## config.mk

```make
export PLATFORM = sky130hd
export DESIGN_NAME = lane_tx_seq
export DESIGN_NICKNAME = d
export VERILOG_FILES = /design/src/rtl/lane_tx_pkg.sv /design/src/rtl/lane_pos_counter.sv /design/src/rtl/lane_align_subst.sv /design/src/rtl/lane_tx_seq.sv
export SDC_FILE = /design/constraint.sdc
export NUM_CORES = 1
export LEC_CHECK = 0
export BUFFER_PORTS_ARGS = -buffer_cell sky130_fd_sc_hd__buf_4
export CAP_MARGIN = 20
export CORE_ASPECT_RATIO = 1.2
export CORE_MARGIN = 2
export CORE_UTILIZATION = 43
export CTS_BUF_LIST = sky130_fd_sc_hd__clkbuf_4 sky130_fd_sc_hd__clkbuf_8
export DETAILED_ROUTE_END_ITERATION = 12
export PLACE_DENSITY = 0.73
export SETUP_SLACK_MARGIN = 0.4
export SYNTH_ARGS = -nofsm -noshare
export SYNTH_HDL_FRONTEND = slang
export SYNTH_SLANG_ARGS = --single-unit
```

## constraint.sdc

```tcl
create_clock -name clk -period 2.2 [get_ports clk]
set_input_delay 0.66 -clock clk [delete_from_list [all_inputs] [get_ports clk]]
set_output_delay 0.66 -clock clk [all_outputs]
set_load 0.005 [all_outputs]
```

## src/rtl/lane_tx_pkg.sv

```systemverilog
package lane_tx_pkg;
    localparam logic [7:0] CH_START = 8'h1C;  // K28.0
    localparam logic [7:0] CH_MFEND = 8'h7C;  // K28.3
    localparam logic [7:0] CH_MARK  = 8'h9C;  // K28.4
    localparam logic [7:0] CH_COMMA = 8'hBC;  // K28.5
    localparam logic [7:0] CH_FEND  = 8'hFC;  // K28.7
    localparam int ALIGN_MFS = 4;
    localparam int MFW = $clog2(ALIGN_MFS);

    typedef enum logic [1:0] {
        PH_SYNC  = 2'd0,
        PH_ALIGN = 2'd1,
        PH_DATA  = 2'd2
    } phase_e;
endpackage

```

## src/rtl/lane_pos_counter.sv

```systemverilog
module lane_pos_counter
    import lane_tx_pkg::*;
#(
    parameter int FW = 8,
    parameter int KW = 5
) (
    input  logic           clk,
    input  logic           rst_n,
    input  logic           clear,
    input  logic           advance,
    input  logic [FW-1:0]  frame_len,
    input  logic [KW-1:0]  mf_len,
    output logic [FW-1:0]  oct_idx,
    output logic [KW-1:0]  frm_idx,
    output logic [MFW-1:0] mf_idx,
    output logic           frame_end,
    output logic           mf_end
);
    typedef struct packed {
        logic [FW-1:0]  oct;
        logic [KW-1:0]  frm;
        logic [MFW-1:0] mf;
    } pos_t;

    pos_t pos_d, pos_q;

    always_comb begin
        frame_end = (pos_q.oct == frame_len - FW'(1));
        mf_end    = frame_end && (pos_q.frm == mf_len - KW'(1));
        pos_d     = pos_q;
        if (clear) begin
            pos_d = '0;
        end else if (advance) begin
            if (frame_end) begin
                pos_d.oct = '0;
                if (mf_end) begin
                    pos_d.frm = '0;
                    pos_d.mf  = pos_q.mf + MFW'(1);
                end else begin
                    pos_d.frm = pos_q.frm + KW'(1);
                end
            end else begin
                pos_d.oct = pos_q.oct + FW'(1);
            end
        end
    end

    always_ff @(posedge clk or negedge rst_n) begin
        if (!rst_n) pos_q <= '0;
        else        pos_q <= pos_d;
    end

    assign oct_idx = pos_q.oct;
    assign frm_idx = pos_q.frm;
    assign mf_idx  = pos_q.mf;

    // a sync request restarts the position from zero
    p_clear_zero_r10: assert property (@(posedge clk) disable iff (!rst_n)
        clear |=> (oct_idx == '0 && frm_idx == '0 && mf_idx == '0));
endmodule

```

## src/rtl/lane_align_subst.sv

```systemverilog
module lane_align_subst
    import lane_tx_pkg::*;
(
    input  logic [7:0] data_in,
    input  logic [7:0] prev_last,
    input  logic       prev_valid,
    input  logic       frame_end,
    input  logic       mf_end,
    input  logic       no_lane_sync,
    output logic [7:0] sub_octet,
    output logic       sub_ctrl
);
    logic repeat_hit;

    always_comb begin
        repeat_hit = frame_end && prev_valid && (data_in == prev_last);
        sub_octet  = data_in;
        sub_ctrl   = 1'b0;
        if (repeat_hit) begin
            sub_ctrl  = 1'b1;
            sub_octet = (mf_end && !no_lane_sync) ? CH_MFEND : CH_FEND;
        end
    end
endmodule

```

## src/rtl/lane_tx_seq.sv

```systemverilog
module lane_tx_seq
    import lane_tx_pkg::*;
#(
    parameter int FW = 8,
    parameter int KW = 5
) (
    input  logic          clk,
    input  logic          rst_n,
    input  logic          sync_pin_req,
    input  logic          sync_reg_req,
    input  logic          sync_reg_sel,
    input  logic [FW-1:0] frame_len,
    input  logic [KW-1:0] mf_len,
    input  logic          no_lane_sync,
    input  logic [7:0]    data_in,
    output logic [7:0]    octet_out,
    output logic          ctrl_out
);
    typedef struct packed {
        phase_e     ph;
        logic [7:0] octet;
        logic       ctrl;
        logic [7:0] prev_last;
        logic       prev_valid;
    } seq_t;

    seq_t st_d, st_q;

    logic           sync_on;
    phase_e         ph_eff;
    logic [FW-1:0]  oct_idx;
    logic [KW-1:0]  frm_idx;
    logic [MFW-1:0] mf_idx;
    logic           frame_end, mf_end;
    logic [7:0]     sub_octet;
    logic           sub_ctrl;
    logic [7:0]     align_octet;
    logic           align_ctrl;
    logic           at_pos0, at_pos1;

    assign sync_on = sync_reg_sel ? sync_reg_req : sync_pin_req;
    assign ph_eff  = (st_q.ph == PH_SYNC) ? PH_ALIGN : st_q.ph;

    lane_pos_counter #(.FW(FW), .KW(KW)) u_pos (
        .clk       (clk),
        .rst_n     (rst_n),
        .clear     (sync_on),
        .advance   (!sync_on),
        .frame_len (frame_len),
        .mf_len    (mf_len),
        .oct_idx   (oct_idx),
        .frm_idx   (frm_idx),
        .mf_idx    (mf_idx),
        .frame_end (frame_end),
        .mf_end    (mf_end)
    );

    lane_align_subst u_subst (
        .data_in      (data_in),
        .prev_last    (st_q.prev_last),
        .prev_valid   (st_q.prev_valid),
        .frame_end    (frame_end),
        .mf_end       (mf_end),
        .no_lane_sync (no_lane_sync),
        .sub_octet    (sub_octet),
        .sub_ctrl     (sub_ctrl)
    );

    // alignment sequence octet for the current position
    always_comb begin
        at_pos0 = (oct_idx == '0) && (frm_idx == '0);
        at_pos1 = ((oct_idx == FW'(1)) && (frm_idx == '0)) ||
                  ((frame_len == FW'(1)) && (frm_idx == KW'(1)) && (oct_idx == '0));
        align_octet = 8'(oct_idx);
        align_ctrl  = 1'b0;
        if (at_pos0) begin
            align_octet = CH_START;
            align_ctrl  = 1'b1;
        end else if (mf_end) begin
            align_octet = CH_MFEND;
            align_ctrl  = 1'b1;
        end else if (at_pos1 && mf_idx == MFW'(1)) begin
            align_octet = CH_MARK;
            align_ctrl  = 1'b1;
        end
    end

    always_comb begin
        st_d = st_q;
        if (sync_on) begin
            st_d.ph         = PH_SYNC;
            st_d.octet      = CH_COMMA;
            st_d.ctrl       = 1'b1;
            st_d.prev_valid = 1'b0;
        end else if (ph_eff == PH_ALIGN) begin
            st_d.octet      = align_octet;
            st_d.ctrl       = align_ctrl;
            st_d.prev_valid = 1'b0;
            st_d.ph         = (mf_end && mf_idx == MFW'(ALIGN_MFS - 1)) ? PH_DATA : PH_ALIGN;
        end else begin
            st_d.octet = sub_octet;
            st_d.ctrl  = sub_ctrl;
            if (frame_end) begin
                st_d.prev_last  = data_in;
                st_d.prev_valid = 1'b1;
            end
        end
    end

    always_ff @(posedge clk or negedge rst_n) begin
        if (!rst_n) begin
            st_q.ph         <= PH_SYNC;
            st_q.octet      <= CH_COMMA;
            st_q.ctrl       <= 1'b1;
            st_q.prev_last  <= '0;
            st_q.prev_valid <= 1'b0;
        end else begin
            st_q <= st_d;
        end
    end

    assign octet_out = st_q.octet;
    assign ctrl_out  = st_q.ctrl;

    p_comma_r2: assert property (@(posedge clk) disable iff (!rst_n)
        sync_on |=> (octet_out == CH_COMMA && ctrl_out));

    p_align_start_r3: assert property (@(posedge clk) disable iff (!rst_n)
        (st_q.ph == PH_SYNC && !sync_on) |=> (octet_out == CH_START && ctrl_out));

    p_mid_frame_data_r5: assert property (@(posedge clk) disable iff (!rst_n)
        (st_q.ph == PH_DATA && !sync_on && !frame_end)
        |=> (!ctrl_out && octet_out == $past(data_in)));

    p_no_mf_char_r8: assert property (@(posedge clk) disable iff (!rst_n)
        (st_q.ph == PH_DATA && !sync_on && no_lane_sync)
        |=> !(ctrl_out && octet_out == CH_MFEND));
endmodule

```

# Yosys cells after proc, flatten, opt, wreduce, memory -nomap -nowiden
# Index checks and enable logic that the tools add are counted.
# op_classes
addsub	5
n_eq_ne	9
muxes	23
bitwise_logic	2
reduce_logical	21
# op_table
operator	n
$mux W8	6
$eq A8 B1 Y1 const B	2
$eq A8 B8 Y1	2
$mux W15	1
$mux W11	1
$logic_and A1 B1 Y1	10
$mux W9	1
$add A8 B1 Y8 const B	1
$logic_not A8 Y1	1
$mux W1	8
$mux W2	4
$sub A8 B1 Y8 const B	1
$mux W7	1
$reduce_bool A2 Y1	3
$add A5 B1 Y5 const B	1
$eq A5 B1 Y1 const B	1
$eq A5 B5 Y1	1
$logic_not A5 Y1	1
$mux W5	1
$sub A5 B1 Y5 const B	1
$eq A2 B1 Y1 const B	2
$reduce_and A3 Y1	1
$reduce_bool A3 Y1	1
$add A2 B1 Y2 const B	1
6 further kinds	7
# word_totals
ff_bits	35
in_bits	27
out_inout_bits	9

# Logic depth before layout (Yosys ltp)
# logic_depth
word_depth	10
depth_mapped	10

# By module
# Synthesis repeated with hierarchy kept, for this count alone.
# unflattened
cells_unflattened	241
hier_area_um2	2296.0
# by_module_without_submodules
module	n_inst	cells_per_inst	area_per_inst_um2
lane_pos_counter	1	136	1193.6
lane_tx_seq	1	83	920.9
lane_align_subst	1	22	181.4

# Worst setup path before layout
# No wires, ideal clock.
# synth_path
kind	input-to-reg
start	input frame_len[2]
end	register st_q[1] (netlist name)
setup_ns	0.125
arrival_time_ns	2.638
setup_slack_ns	-0.563
path_stages	7
path_cell_list	or3_1 or3_1 a211oi_2 o211ai_2 buf_2 nor2_2 mux2_2
# synth_via
elab_chain_cells	3
# synth_rtl
element	line	rtl
start: declaration	lane_tx_seq.sv:12	input logic [FW-1:0] frame_len,
$sub A8 B1 Y8	lane_pos_counter.sv:28	frame_end = (pos_q.oct == frame_len - FW'(1));
$eq A8 B8 Y1	lane_pos_counter.sv:28	
$reduce_and A3 Y1 (no line)	n/a	
# No other way between the ends.
# A chain may end at the register's enable or synchronous reset.

==> flow_summary.json <==
{
  "status": "finished, violations left",
  "violations": "negative setup slack",
  "synth_edf_count": 0,
  "cap_violations": 0,
  "r2r_start": "u_pos.oct_idx[6]",
  "grt_max_degree": 35,
  "synth_xor_area_share_pct": 11.0,
  "p_int_w": 0.00110,
  "cp_data_required_time_ns": 2.41,
  "critPathLaunchType": "input port",
  "drc_errors": 0,
  "ys_ff_latch": 34,
  "path_clk_slew_ns": 0.07,
  "synth_area_leaders": "dfrtp_1 31%, dfstp_2 7.1%, xnor2_1 6.3%",
  "grt_pass1_wl_um": 9470,
  "p_clk_share_pct": 32.2,
  "worst_pin_slew_ns": 0.501,
  "cp_slowest_cell": "or3_4",
  "final.setup.tns_ns": -7.42,
  "switching_power_w": 0.000424,
  "vias": 2004,
  "synth_simple_gate_area_share_pct": 22.0,
  "synth_area_leader_cell": "dfrtp_1",
  "rsz0062_at_grt": "yes",
  "synth_compound_area_share_pct": 9.90,
  "grt_overflow_total": 0,
  "min_period_ns": 2.51,
  "pwr_density_cell_mw_per_mm2": 477,
  "drt_iter0_drc": 132,
  "syn_to_final_growth_pct": 44.0,
  "cts_root_buf": "clkbuf_8",
  "placementRows": 28,
  "fin_ws_ns": -0.314,
  "clock.fmax_mhz": 398,
  "fin_cells": 373,
  "final_common_cell": "buf_4",
  "yosysSeqAreaShare_pct": 38.6,
  "p_leak_nw": 1.48,
  "critical_path_peak_fanout": 8,
  "dr.pass1.iters": 5,
  "path_class": "in -> reg",
  "p_seq_share_pct": 43.9,
  "fin_util_pct": 64.4,
  "synth_nets": 274,
  "n_antenna_cell": 0,
  "final_max_slew_viol_count": 0,
  "cts_made_buffers": 5,
  "dieArea_mm2": 0.00577,
  "clock_sinks": 34,
  "synth_top_area_share_pct": 31.5,
  "arrival_ns": 2.73,
  "hp-class": "in -> async",
  "postCtsHoldBufs": 0,
  "grt_antenna_before_repair": 0,
  "grt_usage_pct": 21.2,
  "finalHoldViolations": 0,
  "synth.avg_cell_area_um2": 9.43,
  "regToRegSetupSlack_ns": -0.09,
  "synth_mux_area_share_pct": 5.96,
  "r2r_end": "octet_out[7]",
  "drive_gt1_share_pct": 44.7,
  "endpoint": "octet_out[7]",
  "io_pins": 36,
  "syn-cell-area_mm2": 0.00222,
  "dieHeight_um": 82.8,
  "reg2reg_depth": 7,
  "total_power_w": 0.00153,
  "htreeDepth": 2,
  "synth_ff_type": "dfrtp_1",
  "drt-wirelength-per-cell_um": 15.8,
  "core_mm2": 0.00497,
  "start_util_pct": 44.7,
  "drt_wl_total_um": 5880,
  "pwr-share-comb_pct": 23.8,
  "gp_congestion": 0.820,
  "crit_path_cell_trace": "buf_6 > or3_4 > or3_1 > a211oi_2 > o211ai_4 > and2b_4 > nor4_1 > or3_1",
  "cp-end-kind": "flop",
  "synth_fa_ha_area_share_pct": 6.19,
  "yosysUniqueCellTypes": 47,
  "netlist_instances": 236,
  "swShare_pct": 27.7,
  "die_w_um": 69.7,
  "slew-limit-headroom_pct": 66.3,
  "grt_pass1_vias": 2038,
  "crit_path_frequent_cell": "or3_1",
  "cts_buffer_depth": 2,
  "io_buffers": 35,
  "finalCritPeriodShare_pct": 114,
  "ir_worst_vdd_mv": 0.360,
  "postRouteAntennaNets": 0,
  "setup_viol": 33,
  "via_per_inst": 5.37,
  "fin_nets": 350,
  "ys_warn_count": 0,
  "clock_skew_ns": 0.00641,
  "async_reset_ff_share_pct": 100,
  "dp.cells": 355,
  "dp_hpwl_um": 3940,
  "most-common-layout-cells": "72 x buf_4, 28 x dfrtp_1, 21 x nor2_1, 15 x xnor2_1, 12 x xor2_1",
  "cts_tree": "done",
  "synth_top_family_by_area": "simple AND/OR/NAND/NOR gates",
  "clk_latency_ns": 0.30,
  "cpPeakStageDelay_ns": 0.38,
  "startpoint": "frame_len[2]"
}
-- flip-flops by register name (all words and copies together), names as in the netlist --
name           flops
st_q              10
octet_out          8
u_pos.oct_idx      8
u_pos.frm_idx      5
u_pos.mf_idx       2
ctrl_out           1
-- logic make-up (layout without fill, tap and decap cells) --
kind of cell	count (synthesis)	in the layout
xor+xnor	28	28
compound gates	33	33
buf+inv	29	106
fa+ha+maj	11	11
simple gates	89	89
flops	34	34
mux	12	12
-- synth_stat cells, types with 2 or more instances --
master,number
or4_1,5
nor4_1,5
nand3b_1,2
mux2i_1,2
o22ai_1,4
buf_4,8
and3_1,4
dfstp_2,6
and4b_1,2
inv_1,13
o21ai_0,7
xnor2_1,16
ha_1,11
or3_1,3
nor3b_1,2
nand4_1,2
nand2_1,11
nor2_1,23
dfrtp_1,28
buf_2,2
nor2b_1,2
nor3_1,7
and2_1,2
xor2_1,12
nand3_1,8
clkbuf_1,5
a21oi_1,10
mux2_2,10
nand2b_1,6
-- worst min path at each step --
stage / end / slack, ns / depth (start not counted)
2_1_floorplan: octet_out[0] / 0.36 / 0
3_3_place_gp: st_q[3] / 0.51 / 1
3_5_place_dp: st_q[4] / 0.52 / 1
4_1_cts: st_q[5] / 0.32 / 1
5_1_grt: st_q[7] / 0.33 / 1
6_report: st_q[7] / 0.31 / 1
-- power by group through the flow --
stage | Clock [W] | Sequential [W] | Combinational [W]
finish | 0.000493 | 0.000672 | 0.000364
global route | 0.000529 | 0.000675 | 0.000399
CTS | 0.000501 | 0.000672 | 0.000352
detailed placement | 0 | 0.000684 | 0.000329
global placement | 0 | 0.000682 | 0.000322
floorplan | 0 | 0.000683 | 0.000171
-- repair_timing --
item	4_1_cts	5_1_grt
resized for setup	35	14
buffers inserted	5	5
pin swaps	4	6
endpoints found under the setup margin	34	34
-- layout make-up --
class	count	area [µm²]
Timing Repair Buffer	84	693
Sequential cell	34	858
Tap cell	60	75.1
Clock inverter	2	12.5
Multi-Input combinational cell	173	1430
Fill cell	391	1770
Clock buffer	6	82.6
Inverter	14	52.6
-- layer usage --
metal  part of all wire, %  vias up  GRT usage [%]
met2                    53       30           39.6
met5                     0        -              0
met1                    42      996           24.6
li1                      -      965              -
met4                   2.2        0           6.35
met3                   3.1       13           4.71
-- stage by stage --
step	hold WS [ns]	setup WS [ns]	instance area, µm²
floorplan	0.364	-0.320	2290
global placement	0.510	-0.515	2820
detailed placement	0.518	-0.600	2820
CTS	0.315	-0.210	3110
global route	0.335	-0.357	3200
finish	0.306	-0.314	3200
-- worst max-delay path, delay by kind of cell --
family | cells | cell delay (ns)
buffers and inverters | 1 | 0.09
and+or+nand+nor | 5 | 1.50
AOI/OAI and AO/OA | 2 | 0.47
(Power assumes the default switching activity.)
